`src/rtl/idx_ea_pkg.sv`:
```
package idx_ea_pkg;

   typedef enum logic [1:0] {
      BASE_X = 2'd0,
      BASE_Y = 2'd1,
      BASE_U = 2'd2,
      BASE_S = 2'd3
   } base_e;

   localparam logic [3:0] SM_INC1 = 4'd0;
   localparam logic [3:0] SM_INC2 = 4'd1;
   localparam logic [3:0] SM_DEC1 = 4'd2;
   localparam logic [3:0] SM_DEC2 = 4'd3;
   localparam logic [3:0] SM_ZERO = 4'd4;
   localparam logic [3:0] SM_ACCB = 4'd5;
   localparam logic [3:0] SM_ACCA = 4'd6;
   localparam logic [3:0] SM_OFF8 = 4'd8;
   localparam logic [3:0] SM_OFF16 = 4'd9;
   localparam logic [3:0] SM_ACCD = 4'd11;
   localparam logic [3:0] SM_PC8 = 4'd12;
   localparam logic [3:0] SM_PC16 = 4'd13;
   localparam logic [3:0] SM_ABS = 4'd15;

   typedef struct packed {
      logic       legal;
      logic       short_form;
      logic       indirect;
      base_e      base;
      logic [3:0] sub;
      logic [1:0] nbytes;
      logic [3:0] cycles;
   } mode_t;

   function automatic logic form_legal(input logic ind, input logic [3:0] sub);
      case (sub)
         SM_INC2, SM_DEC2, SM_ZERO, SM_ACCB, SM_ACCA,
         SM_OFF8, SM_OFF16, SM_ACCD, SM_PC8, SM_PC16: form_legal = 1'b1;
         SM_INC1, SM_DEC1:                             form_legal = !ind;
         SM_ABS:                                       form_legal = ind;
         default:                                      form_legal = 1'b0;
      endcase
   endfunction

   function automatic logic [3:0] form_cycles(input logic ind, input logic [3:0] sub);
      logic [3:0] c;
      case (sub)
         SM_INC1:  c = 4'd2;
         SM_INC2:  c = 4'd3;
         SM_DEC1:  c = 4'd2;
         SM_DEC2:  c = 4'd3;
         SM_ZERO:  c = 4'd0;
         SM_ACCB:  c = 4'd1;
         SM_ACCA:  c = 4'd1;
         SM_OFF8:  c = 4'd1;
         SM_OFF16: c = 4'd4;
         SM_ACCD:  c = 4'd4;
         SM_PC8:   c = 4'd1;
         SM_PC16:  c = 4'd5;
         SM_ABS:   c = 4'd2;
         default:  c = 4'd0;
      endcase
      // Indirection adds a fixed 3 cycles to every legal form
      if (!form_legal(ind, sub))
         form_cycles = 4'd0;
      else if (ind)
         form_cycles = c + 4'd3;
      else
         form_cycles = c;
   endfunction

   function automatic logic [1:0] form_bytes(input logic [3:0] sub);
      case (sub)
         SM_OFF8, SM_PC8:           form_bytes = 2'd1;
         SM_OFF16, SM_PC16, SM_ABS: form_bytes = 2'd2;
         default:                   form_bytes = 2'd0;
      endcase
   endfunction

endpackage

```
`src/rtl/idx_ea_mode_dec.sv`:
```
module idx_ea_mode_dec
   import idx_ea_pkg::*;
(
   input  logic [7:0] postbyte,
   output mode_t      mode
);

   logic       is_short;
   logic       ind;
   logic [3:0] sub;
   logic       legal;

   assign is_short = !postbyte[7];
   assign ind      = postbyte[7] && postbyte[4];
   assign sub      = postbyte[3:0];
   assign legal    = is_short || form_legal(ind, sub);

   always_comb begin
      mode.legal      = legal;
      mode.short_form = is_short;
      mode.indirect   = ind && legal;
      mode.base       = base_e'(postbyte[6:5]);
      mode.sub        = sub;
      if (is_short) begin
         mode.nbytes = 2'd0;
         mode.cycles = 4'd1;
      end else if (legal) begin
         mode.nbytes = form_bytes(sub);
         mode.cycles = form_cycles(ind, sub);
      end else begin
         mode.nbytes = 2'd0;
         mode.cycles = 4'd0;
      end
   end


   always_comb begin
      short_cyc_chk: assert (!is_short || (mode.cycles == 4'd1 && mode.nbytes == 2'd0));
   end


   always_comb begin
      undef_cost_chk: assert (legal || (mode.cycles == 4'd0 && mode.nbytes == 2'd0 && !mode.indirect));
   end

endmodule

```
`src/rtl/idx_ea_addr_gen.sv`:
```
module idx_ea_addr_gen
   import idx_ea_pkg::*;
#(
   parameter int ADDR_W = 16,
   parameter int BYTE_W = 8
) (
   input  mode_t              mode,
   input  logic [4:0]         short_off,
   input  logic [ADDR_W-1:0]  reg_x,
   input  logic [ADDR_W-1:0]  reg_y,
   input  logic [ADDR_W-1:0]  reg_u,
   input  logic [ADDR_W-1:0]  reg_s,
   input  logic [BYTE_W-1:0]  acc_a,
   input  logic [BYTE_W-1:0]  acc_b,
   input  logic [ADDR_W-1:0]  pc_next,
   input  logic [BYTE_W-1:0]  ext_hi,
   input  logic [BYTE_W-1:0]  ext_lo,
   output logic [ADDR_W-1:0]  target,
   output logic               upd_en,
   output logic [ADDR_W-1:0]  upd_val
);

   localparam int XW = ADDR_W - BYTE_W;

   logic [ADDR_W-1:0] base_val;
   logic [ADDR_W-1:0] off5;
   logic [ADDR_W-1:0] sx_a;
   logic [ADDR_W-1:0] sx_b;
   logic [ADDR_W-1:0] sx_e;
   logic [ADDR_W-1:0] ext16;
   logic [ADDR_W-1:0] acc_d;
   logic [ADDR_W-1:0] pc_adv;

   always_comb begin
      case (mode.base)
         BASE_X:  base_val = reg_x;
         BASE_Y:  base_val = reg_y;
         BASE_U:  base_val = reg_u;
         default: base_val = reg_s;
      endcase
   end

   assign off5   = {{(ADDR_W-5){short_off[4]}}, short_off};
   assign sx_a   = {{XW{acc_a[BYTE_W-1]}}, acc_a};
   assign sx_b   = {{XW{acc_b[BYTE_W-1]}}, acc_b};
   assign sx_e   = {{XW{ext_hi[BYTE_W-1]}}, ext_hi};
   assign ext16  = {ext_hi, ext_lo};
   assign acc_d  = {acc_a, acc_b};
   assign pc_adv = pc_next + ADDR_W'(mode.nbytes);

   always_comb begin
      target  = '0;
      upd_en  = 1'b0;
      upd_val = base_val;
      if (mode.legal) begin
         if (mode.short_form) begin
            target = base_val + off5;
         end else begin
            case (mode.sub)
               SM_INC1: begin
                  target  = base_val;
                  upd_en  = 1'b1;
                  upd_val = base_val + ADDR_W'(1);
               end
               SM_INC2: begin
                  target  = base_val;
                  upd_en  = 1'b1;
                  upd_val = base_val + ADDR_W'(2);
               end
               SM_DEC1: begin
                  upd_en  = 1'b1;
                  upd_val = base_val - ADDR_W'(1);
                  target  = base_val - ADDR_W'(1);
               end
               SM_DEC2: begin
                  upd_en  = 1'b1;
                  upd_val = base_val - ADDR_W'(2);
                  target  = base_val - ADDR_W'(2);
               end
               SM_ZERO:  target = base_val;
               SM_ACCB:  target = base_val + sx_b;
               SM_ACCA:  target = base_val + sx_a;
               SM_OFF8:  target = base_val + sx_e;
               SM_OFF16: target = base_val + ext16;
               SM_ACCD:  target = base_val + acc_d;
               SM_PC8:   target = pc_adv + sx_e;
               SM_PC16:  target = pc_adv + ext16;
               SM_ABS:   target = ext16;
               default:  target = '0;
            endcase
         end
      end
   end


   always_comb begin
      upd_legal_chk: assert (!upd_en || (mode.legal && !mode.short_form && mode.sub[3:2] == 2'b00));
   end

endmodule

```
`src/rtl/idx_ea_ptr_fetch.sv`:
```
module idx_ea_ptr_fetch #(
   parameter int ADDR_W = 16,
   parameter int BYTE_W = 8
) (
   input  logic              clk,
   input  logic              rst_n,
   input  logic              go,
   input  logic [ADDR_W-1:0] ptr,
   input  logic [BYTE_W-1:0] mem_rd_data,
   output logic              busy,
   output logic              mem_rd_en,
   output logic [ADDR_W-1:0] mem_addr,
   output logic [ADDR_W-1:0] word,
   output logic              word_valid
);

   localparam int NB = ADDR_W / BYTE_W;
   localparam int CW = $clog2(NB + 1);

   logic              busy_q;
   logic [CW-1:0]     cnt_q;
   logic [ADDR_W-1:0] ptr_q;
   logic [ADDR_W-1:0] word_q;
   logic [ADDR_W-1:0] word_nx;
   logic              last;

   assign last       = busy_q && (cnt_q == CW'(NB));
   assign mem_rd_en  = busy_q && (cnt_q < CW'(NB));
   assign mem_addr   = ptr_q + ADDR_W'(cnt_q);
   assign busy       = busy_q;
   assign word_valid = last;
   assign word       = word_nx;

   generate
      if (NB == 1) begin : g_single
         assign word_nx = mem_rd_data;
      end else begin : g_shift
         assign word_nx = {word_q[ADDR_W-BYTE_W-1:0], mem_rd_data};
      end
   endgenerate

   always_ff @(posedge clk or negedge rst_n) begin
      if (!rst_n) begin
         busy_q <= 1'b0;
         cnt_q  <= '0;
         ptr_q  <= '0;
      end else if (go && !busy_q) begin
         busy_q <= 1'b1;
         cnt_q  <= '0;
         ptr_q  <= ptr;
      end else if (busy_q) begin
         cnt_q <= cnt_q + CW'(1);
         if (last)
            busy_q <= 1'b0;
      end
   end

   always_ff @(posedge clk or negedge rst_n) begin
      if (!rst_n)
         word_q <= '0;
      else if (busy_q && cnt_q != '0)
         word_q <= word_nx;
   end


   rd_addr_step_chk: assert property (@(posedge clk) disable iff (!rst_n)
      (mem_rd_en && cnt_q != '0) |-> (mem_addr == $past(mem_addr) + ADDR_W'(1)));


   fetch_launch_chk: assert property (@(posedge clk) disable iff (!rst_n)
      (go && !busy_q) |=> (busy && mem_rd_en));

endmodule

```
`src/rtl/idx_ea_unit.sv`:
```
module idx_ea_unit
   import idx_ea_pkg::*;
#(
   parameter int ADDR_W = 16,
   parameter int BYTE_W = 8,
   parameter int CYC_W  = 4
) (
   input  logic              clk,
   input  logic              rst_n,
   input  logic              start,
   input  logic [7:0]        postbyte,
   input  logic [ADDR_W-1:0] reg_x,
   input  logic [ADDR_W-1:0] reg_y,
   input  logic [ADDR_W-1:0] reg_u,
   input  logic [ADDR_W-1:0] reg_s,
   input  logic [BYTE_W-1:0] acc_a,
   input  logic [BYTE_W-1:0] acc_b,
   input  logic [ADDR_W-1:0] pc_next,
   input  logic [BYTE_W-1:0] ext_hi,
   input  logic [BYTE_W-1:0] ext_lo,
   output logic              mem_rd_en,
   output logic [ADDR_W-1:0] mem_addr,
   input  logic [BYTE_W-1:0] mem_rd_data,
   output logic              busy,
   output logic              done,
   output logic [ADDR_W-1:0] ea,
   output logic              wb_en,
   output logic [1:0]        wb_sel,
   output logic [ADDR_W-1:0] wb_data,
   output logic [CYC_W-1:0]  extra_cyc,
   output logic [1:0]        bytes_used
);

   generate
      if (ADDR_W != 2 * BYTE_W) begin : g_bad_width
         $error("idx_ea_unit: ADDR_W must be twice BYTE_W");
      end
      if (BYTE_W < 5) begin : g_bad_byte
         $error("idx_ea_unit: BYTE_W must hold the 5-bit offset");
      end
      if (CYC_W < 4) begin : g_bad_cyc
         $error("idx_ea_unit: CYC_W must be at least 4");
      end
   endgenerate

   mode_t             mode;
   logic [ADDR_W-1:0] target;
   logic              upd_en;
   logic [ADDR_W-1:0] upd_val;
   logic              f_busy;
   logic [ADDR_W-1:0] f_word;
   logic              f_valid;
   logic              accept;
   logic              launch;

   logic              done_q;
   logic              legal_q;
   logic [ADDR_W-1:0] ea_q;
   logic              upd_q;
   logic [1:0]        sel_q;
   logic [ADDR_W-1:0] wbd_q;
   logic [CYC_W-1:0]  cyc_q;
   logic [1:0]        nby_q;

   idx_ea_mode_dec u_dec (
      .postbyte (postbyte),
      .mode     (mode)
   );

   idx_ea_addr_gen #(
      .ADDR_W (ADDR_W),
      .BYTE_W (BYTE_W)
   ) u_agen (
      .mode      (mode),
      .short_off (postbyte[4:0]),
      .reg_x     (reg_x),
      .reg_y     (reg_y),
      .reg_u     (reg_u),
      .reg_s     (reg_s),
      .acc_a     (acc_a),
      .acc_b     (acc_b),
      .pc_next   (pc_next),
      .ext_hi    (ext_hi),
      .ext_lo    (ext_lo),
      .target    (target),
      .upd_en    (upd_en),
      .upd_val   (upd_val)
   );

   assign accept = start && !f_busy;
   assign launch = accept && mode.indirect;

   idx_ea_ptr_fetch #(
      .ADDR_W (ADDR_W),
      .BYTE_W (BYTE_W)
   ) u_fetch (
      .clk         (clk),
      .rst_n       (rst_n),
      .go          (launch),
      .ptr         (target),
      .mem_rd_data (mem_rd_data),
      .busy        (f_busy),
      .mem_rd_en   (mem_rd_en),
      .mem_addr    (mem_addr),
      .word        (f_word),
      .word_valid  (f_valid)
   );

   always_ff @(posedge clk or negedge rst_n) begin
      if (!rst_n) begin
         done_q  <= 1'b0;
         legal_q <= 1'b0;
         ea_q    <= '0;
         upd_q   <= 1'b0;
         sel_q   <= 2'd0;
         wbd_q   <= '0;
         cyc_q   <= '0;
         nby_q   <= 2'd0;
      end else begin
         done_q <= 1'b0;
         if (accept) begin
            legal_q <= mode.legal;
            upd_q   <= upd_en;
            sel_q   <= mode.base;
            wbd_q   <= upd_val;
            cyc_q   <= CYC_W'(mode.cycles);
            nby_q   <= mode.nbytes;
            if (!mode.indirect) begin
               ea_q   <= target;
               done_q <= 1'b1;
            end
         end else if (f_valid) begin
            ea_q   <= f_word;
            done_q <= 1'b1;
         end
      end
   end

   assign busy       = f_busy;
   assign done       = done_q;
   assign ea         = ea_q;
   assign wb_en      = done_q && upd_q;
   assign wb_sel     = sel_q;
   assign wb_data    = wbd_q;
   assign extra_cyc  = cyc_q;
   assign bytes_used = nby_q;


   done_pulse_chk: assert property (@(posedge clk) disable iff (!rst_n)
      (done && !start) |=> !done);


   wb_with_done_chk: assert property (@(posedge clk) disable iff (!rst_n)
      wb_en |-> done);


   undef_zero_chk: assert property (@(posedge clk) disable iff (!rst_n)
      (done && !legal_q) |-> (ea == '0 && extra_cyc == '0 && !wb_en && bytes_used == 2'd0));


   rd_while_busy_chk: assert property (@(posedge clk) disable iff (!rst_n)
      mem_rd_en |-> (busy && !done));


   ignore_busy_chk: assert property (@(posedge clk) disable iff (!rst_n)
      (busy && start) |=> ($stable(extra_cyc) && $stable(bytes_used) && $stable(wb_sel)));

endmodule

```
`config.mk`:
```
export PLATFORM = sky130hd
export DESIGN_NAME = idx_ea_unit
export DESIGN_NICKNAME = d
export VERILOG_FILES = /design/src/rtl/idx_ea_pkg.sv /design/src/rtl/idx_ea_mode_dec.sv /design/src/rtl/idx_ea_addr_gen.sv /design/src/rtl/idx_ea_ptr_fetch.sv /design/src/rtl/idx_ea_unit.sv
export SDC_FILE = /design/constraint.sdc
export NUM_CORES = 1
export LEC_CHECK = 0
export BUFFER_PORTS_ARGS = -buffer_cell sky130_fd_sc_hd__buf_2
export CAP_MARGIN = 20
export CORE_MARGIN = 2
export CORE_UTILIZATION = 55
export CTS_BUF_LIST = sky130_fd_sc_hd__clkbuf_4 sky130_fd_sc_hd__clkbuf_8
export CTS_CLUSTER_SIZE = 40
export DETAILED_ROUTE_END_ITERATION = 12
export GPL_ROUTABILITY_DRIVEN = 0
export PLACE_DENSITY = 0.87
export SYNTH_ARGS = -nofsm -noshare
export SYNTH_HDL_FRONTEND = slang
export SYNTH_SLANG_ARGS = --single-unit
export TNS_END_PERCENT = 100
```
`constraint.sdc`:
```
create_clock -name clk -period 2.9 [get_ports clk]
set_input_delay 0.29 -clock clk [delete_from_list [all_inputs] [get_ports clk]]
set_output_delay 0.29 -clock clk [all_outputs]
set_load 0.05 [all_outputs]
```
==> impl_metrics.ini, run 1 <==
[yosys]
synth-edff-count = 0
synth_ff_type = dfrtp_1
synth.distinct_cells = 79
synth_area_per_cell_um2 = 7.64
synth-adder-area-share = 0.126
synth.largest_area_cell = dfrtp_1
ys_top_cells_by_area = dfrtp_1, ha_1, o21ai_0
ys_async_sr_fraction = 1.00
synth_top_family_by_area = compound AO/OA/AOI/OAI gates
syn-num-nets = 1407
synthSimpleGateAreaFrac = 0.213
synth_top_area_frac = 0.190
syn_area_um2 = 9080
synth-seq-area-share = 0.190
synth_cells = 1188
synth-compound-area-share = 0.279
synth-xor-area-share = 0.0781
ys.warnings.count = 0
synthMuxAreaShare = 0.0700
ys_seq_elements = 69

[floorplan]
die_w_um = 132
rows = 46
start_util = 0.567
ios = 191
die_y_um = 132

[placed_design]
dp.cells = 1823
io_buffers = 190
dpl.hpwl_um = 30600

[run_status]
stop_error = [ERROR GRT-0232] Routing congestion too high. Check the congestion heatmap in the GUI.
status = stopped before the end
stop_stage = global routing

[clock_network]
numCtsBuffers = 9
htreeDepth = 3
clock_path_buffers = 2
cts_root_buf = clkbuf_8
cts_sinks = 69

[grt]
grt_max_degree = 50
track_usage = 0.756
grt-ovfl-total = 59

[timing]
postGrtWorstEndpoint = u_fetch.ptr_q[14]$_DFFE_PN0P_/D
worstEndpointType = sequential cell input
logic make-up after synthesis:
logic type                 count (synthesis)
DFF                                       69
xor gates and xnor gates                  81
muxes                                     41
AOI/OAI and AO/OA                        407
buffers and inverters                     99
and+or+nand+nor                          403
adders and majority gates                 88
Yosys cell counts (7+ instances only):
cell type and number:
buf_1 7, a31oi_1 21, o22ai_1 13, mux4_2 16
nor2_1 87, xor2_1 30, a22oi_1 9, ha_1 82
nand3_1 28, inv_1 36, o21bai_1 9, xnor2_1 51
o211ai_1 16, mux2_2 20, nand2b_1 14, nor3b_1 7
or3_1 11, nand2_1 161, dfrtp_1 69, clkbuf_1 48
a21o_1 26, o21ai_0 125, o221ai_1 7, and3_1 14
a21oi_1 93, nor2b_1 11, nand4_1 14, o21a_1 14
o21ai_1 8, o31ai_1 7, a211oi_1 13, nor3_1 21
stage by stage:
step | cell area [µm²] | util | hold slack, ns | worst slack (ns)
floorplan | 9220 | - | -0.00559 | -1.50
global placement | 12400 | 0.775 | 0.349 | -1.66
detailed placement | 12400 | 0.775 | 0.360 | -1.81
CTS | 13200 | 0.827 | 0.193 | -1.21
layer usage:
| metal | overflow | global-route usage |
|---|---|---|
| met1 | 0 | 0.759 |
| met5 | 0 | 0.328 |
| met2 | 29 | 0.908 |
| met4 | 28 | 0.739 |
| met3 | 2 | 0.619 |
what timing repair did:
action,CTS
endpoints found under the setup margin,38
endpoints found under the hold margin,28
buffers inserted,14
pin swaps,79
hold buffers,1
gates resized for setup,127
==> run 2: changes to the inputs <==
--- a/config.mk
+++ b/config.mk
@@ -8,12 +8,10 @@
 export BUFFER_PORTS_ARGS = -buffer_cell sky130_fd_sc_hd__buf_2
 export CAP_MARGIN = 20
 export CORE_MARGIN = 2
-export CORE_UTILIZATION = 55
-export CTS_BUF_LIST = sky130_fd_sc_hd__clkbuf_4 sky130_fd_sc_hd__clkbuf_8
-export CTS_CLUSTER_SIZE = 40
+export CORE_UTILIZATION = 40
 export DETAILED_ROUTE_END_ITERATION = 12
 export GPL_ROUTABILITY_DRIVEN = 0
-export PLACE_DENSITY = 0.87
+export PLACE_DENSITY_LB_ADDON = 0.15
 export SYNTH_ARGS = -nofsm -noshare
 export SYNTH_HDL_FRONTEND = slang
 export SYNTH_SLANG_ARGS = --single-unit
==> impl_metrics.ini, run 2 <==
[timing]
hold_viol_final = 0
fin_worst_skew_ns = 0.00549
timing.fmax_mhz = 234
fin_hold_ws_ns = 0.213
slew_headroom = 0.471
layout_min_cycle_time_ns = 4.28
worst_pin_slew_ns = 0.791
fin_crit_sh = 1.47
grt_setup_unrepaired = true
finalSetupViolCount = 30
slew_violations = 0
setup_slack_ns = -1.38

[worst_setup_path]
required_ns = 3.09
cp.arrival_ns = 4.46
critical_path.slowest_cell = ha_1
cp-end-kind = flip-flop
startpoint_type = primary input
crit_type = in2reg
cp_max_fo = 4
cp_slowest_stage_delay_ns = 0.37

[yosys]
synth-edff-count = 0
ys.warnings.count = 0
synth_area_per_cell_um2 = 7.64
ys_top_cells_by_area = dfrtp_1, ha_1, o21ai_0
synth_common_cells = nand2_1, o21ai_0, a21oi_1
synth_ff_type = dfrtp_1
ys_seq_elements = 69
synth.distinct_cells = 79
yosysMostFrequentCell = nand2_1
synth-seq-area-share = 0.190
synth_top_area_frac = 0.190
syn-num-nets = 1407
syn_area_um2 = 9080
synth.largest_area_cell = dfrtp_1
ys_async_sr_fraction = 1.00
synth_cells = 1188

[route]
drcViolationCount = 0
postRouteAntennaNets = 0
routedWlPerCell_um = 20.5
drt_iter0_markers = 933
firstDrtPassIters = 7
dr_total_vias = 11600
vias_per_cell = 5.88
drt-total-wl_um = 40200

[placed_design]
io_buffers = 190
dpl.hpwl_um = 31500
place_ws_ns = -1.82

[finish]
mostFrequentLayoutCells = buf_4, buf_2, nand2_1
multiInputGateArea_um2 = 8110
ff_latch_area_um2 = 1730
num-fill-cells = 1908
area_delta_synth_final_pct = 58.8
nets = 1893
diodes = 0
layout-drive-gt1-share = 0.460
layout_commonest_cell = buf_4

[floorplan]
die_y_um = 155
ios = 191
die_w_um = 155
core_area_um2 = 22400
start_util = 0.405
rows = 55
dieArea_um2 = 23900

[run_status]
status = complete, but fails checks
failed_checks = negative setup slack

[clock_network]
cts_tree = built
clk_latency_ns = 0.34
cts_sinks = 69
numCtsBuffers = 9
clock_path_buffers = 2
htreeDepth = 3
clk_pin_slew_ns = 0.06
cts_root_buf = clkbuf_16

[power]
power_w = 0.00853
ir_drop_uv = 511
leakagePower_nw = 6.61
powerDensity_nw_per_um2 = 592

[grt]
grt_pass1_wl_um = 60100
grt-ovfl-total = 0
grt_antenna_before_repair = 0
grt_max_degree = 50
grt_pass1_vias = 10900
track_usage = 0.322

[flow_run]
drv_cap = 0

[min_path]
min_path_type = in2reg
==> run 2: cell counts after synthesis <==
Identical to the previous run, type by type.
==> run 2: cell families (layout without fill, tap and decap cells) <==
group           after synthesis  count (layout)  synth area share
fa+ha+maj                    88              88             0.126
mux                          41              41            0.0700
compound gates              407             407             0.279
flops                        69              69             0.190
xor+xnor                     81              81            0.0781
simple gates                403             403             0.213
buf+inv                      99             590            0.0434
==> run 2: report_power, final <==
group | total [W] | leakage [nW] | internal, W | switching (W)
Combinational | 0.00569 | 5.61 | 0.00213 | 0.00356
Sequential | 0.00171 | 0.850 | 0.00138 | 0.000335
Clock | 0.00113 | 0.145 | 0.000679 | 0.000451
==> run 2: path summary, 6_finish.rpt <==
kind                       cells after the start                             to  slack [ns]                   start
setup / recovery                              26             ea[15]$_DFFE_PN0P_       -1.38             postbyte[1]
hold reg to reg                                2          wb_sel[1]$_DFFE_PN0P_        0.47   wb_sel[1]$_DFFE_PN0P_
max in group asynchronous                      4         wb_data[7]$_DFFE_PN0P_        1.86                   rst_n
min in group asynchronous                      2      bytes_used[1]$_DFFE_PN0P_        0.32                   rst_n
hold / removal                                 2  u_fetch.word_q[4]$_DFFE_PN0P_        0.21          mem_rd_data[4]
setup reg to reg                               3  u_fetch.word_q[2]$_DFFE_PN0P_        0.96  u_fetch.busy$_DFF_PN0_
==> run 2: worst max-delay path: cells and delay by family <==
family	cells	cell delay [ns]
compound gates	10	1.65
simple gates	8	1.11
fa+ha+maj	3	0.73
xor+xnor	2	0.35
buf+inv	3	0.32
==> run 2: per-stage QoR <==
| stage | cell area [µm²] | TNS, ns | utilization | std cells |
|---|---|---|---|---|
| after floorplan | 9220 | -32.06 | - | 1188 |
| after global placement | 12700 | -48.61 | 0.565 | 1917 |
| after detailed placement | 12700 | -50.85 | 0.565 | 1917 |
| after CTS | 13700 | -28.24 | 0.613 | 1951 |
| after global routing | 14400 | -35.31 | 0.642 | 1964 |
| final | 14400 | -31.57 | 0.642 | 1964 |
==> run 2: per-layer routing <==
layer  track usage  wire [µm]  up-vias
li1              -          -     5364
met2         0.520      18600      591
met4         0.164       2170        0
met3        0.0488       3150      138
met1         0.419      16300     5457
met5             0          0        -
==> run 2: layout make-up <==
| class | instances | area share |
|---|---|---|
| clock buffer | 9 | 0.0156 |
| clock inverter | 7 | 0.00573 |
| inverter | 37 | 0.0102 |
| multi-input combinational | 1020 | 0.563 |
| sequential | 69 | 0.120 |
| tap | 285 | 0.0247 |
| timing repair buffer | 537 | 0.261 |
==> run 2: what timing repair did <==
item,CTS,global route
cloned,0,0
hold buffers,0,1
endpoints found under the setup margin,39,42
hold endpoints to repair,0,6
pin swaps,108,75
setup buffers,21,14
resized for setup,148,109
Note: power is estimated with default switching activity, not from simulation.
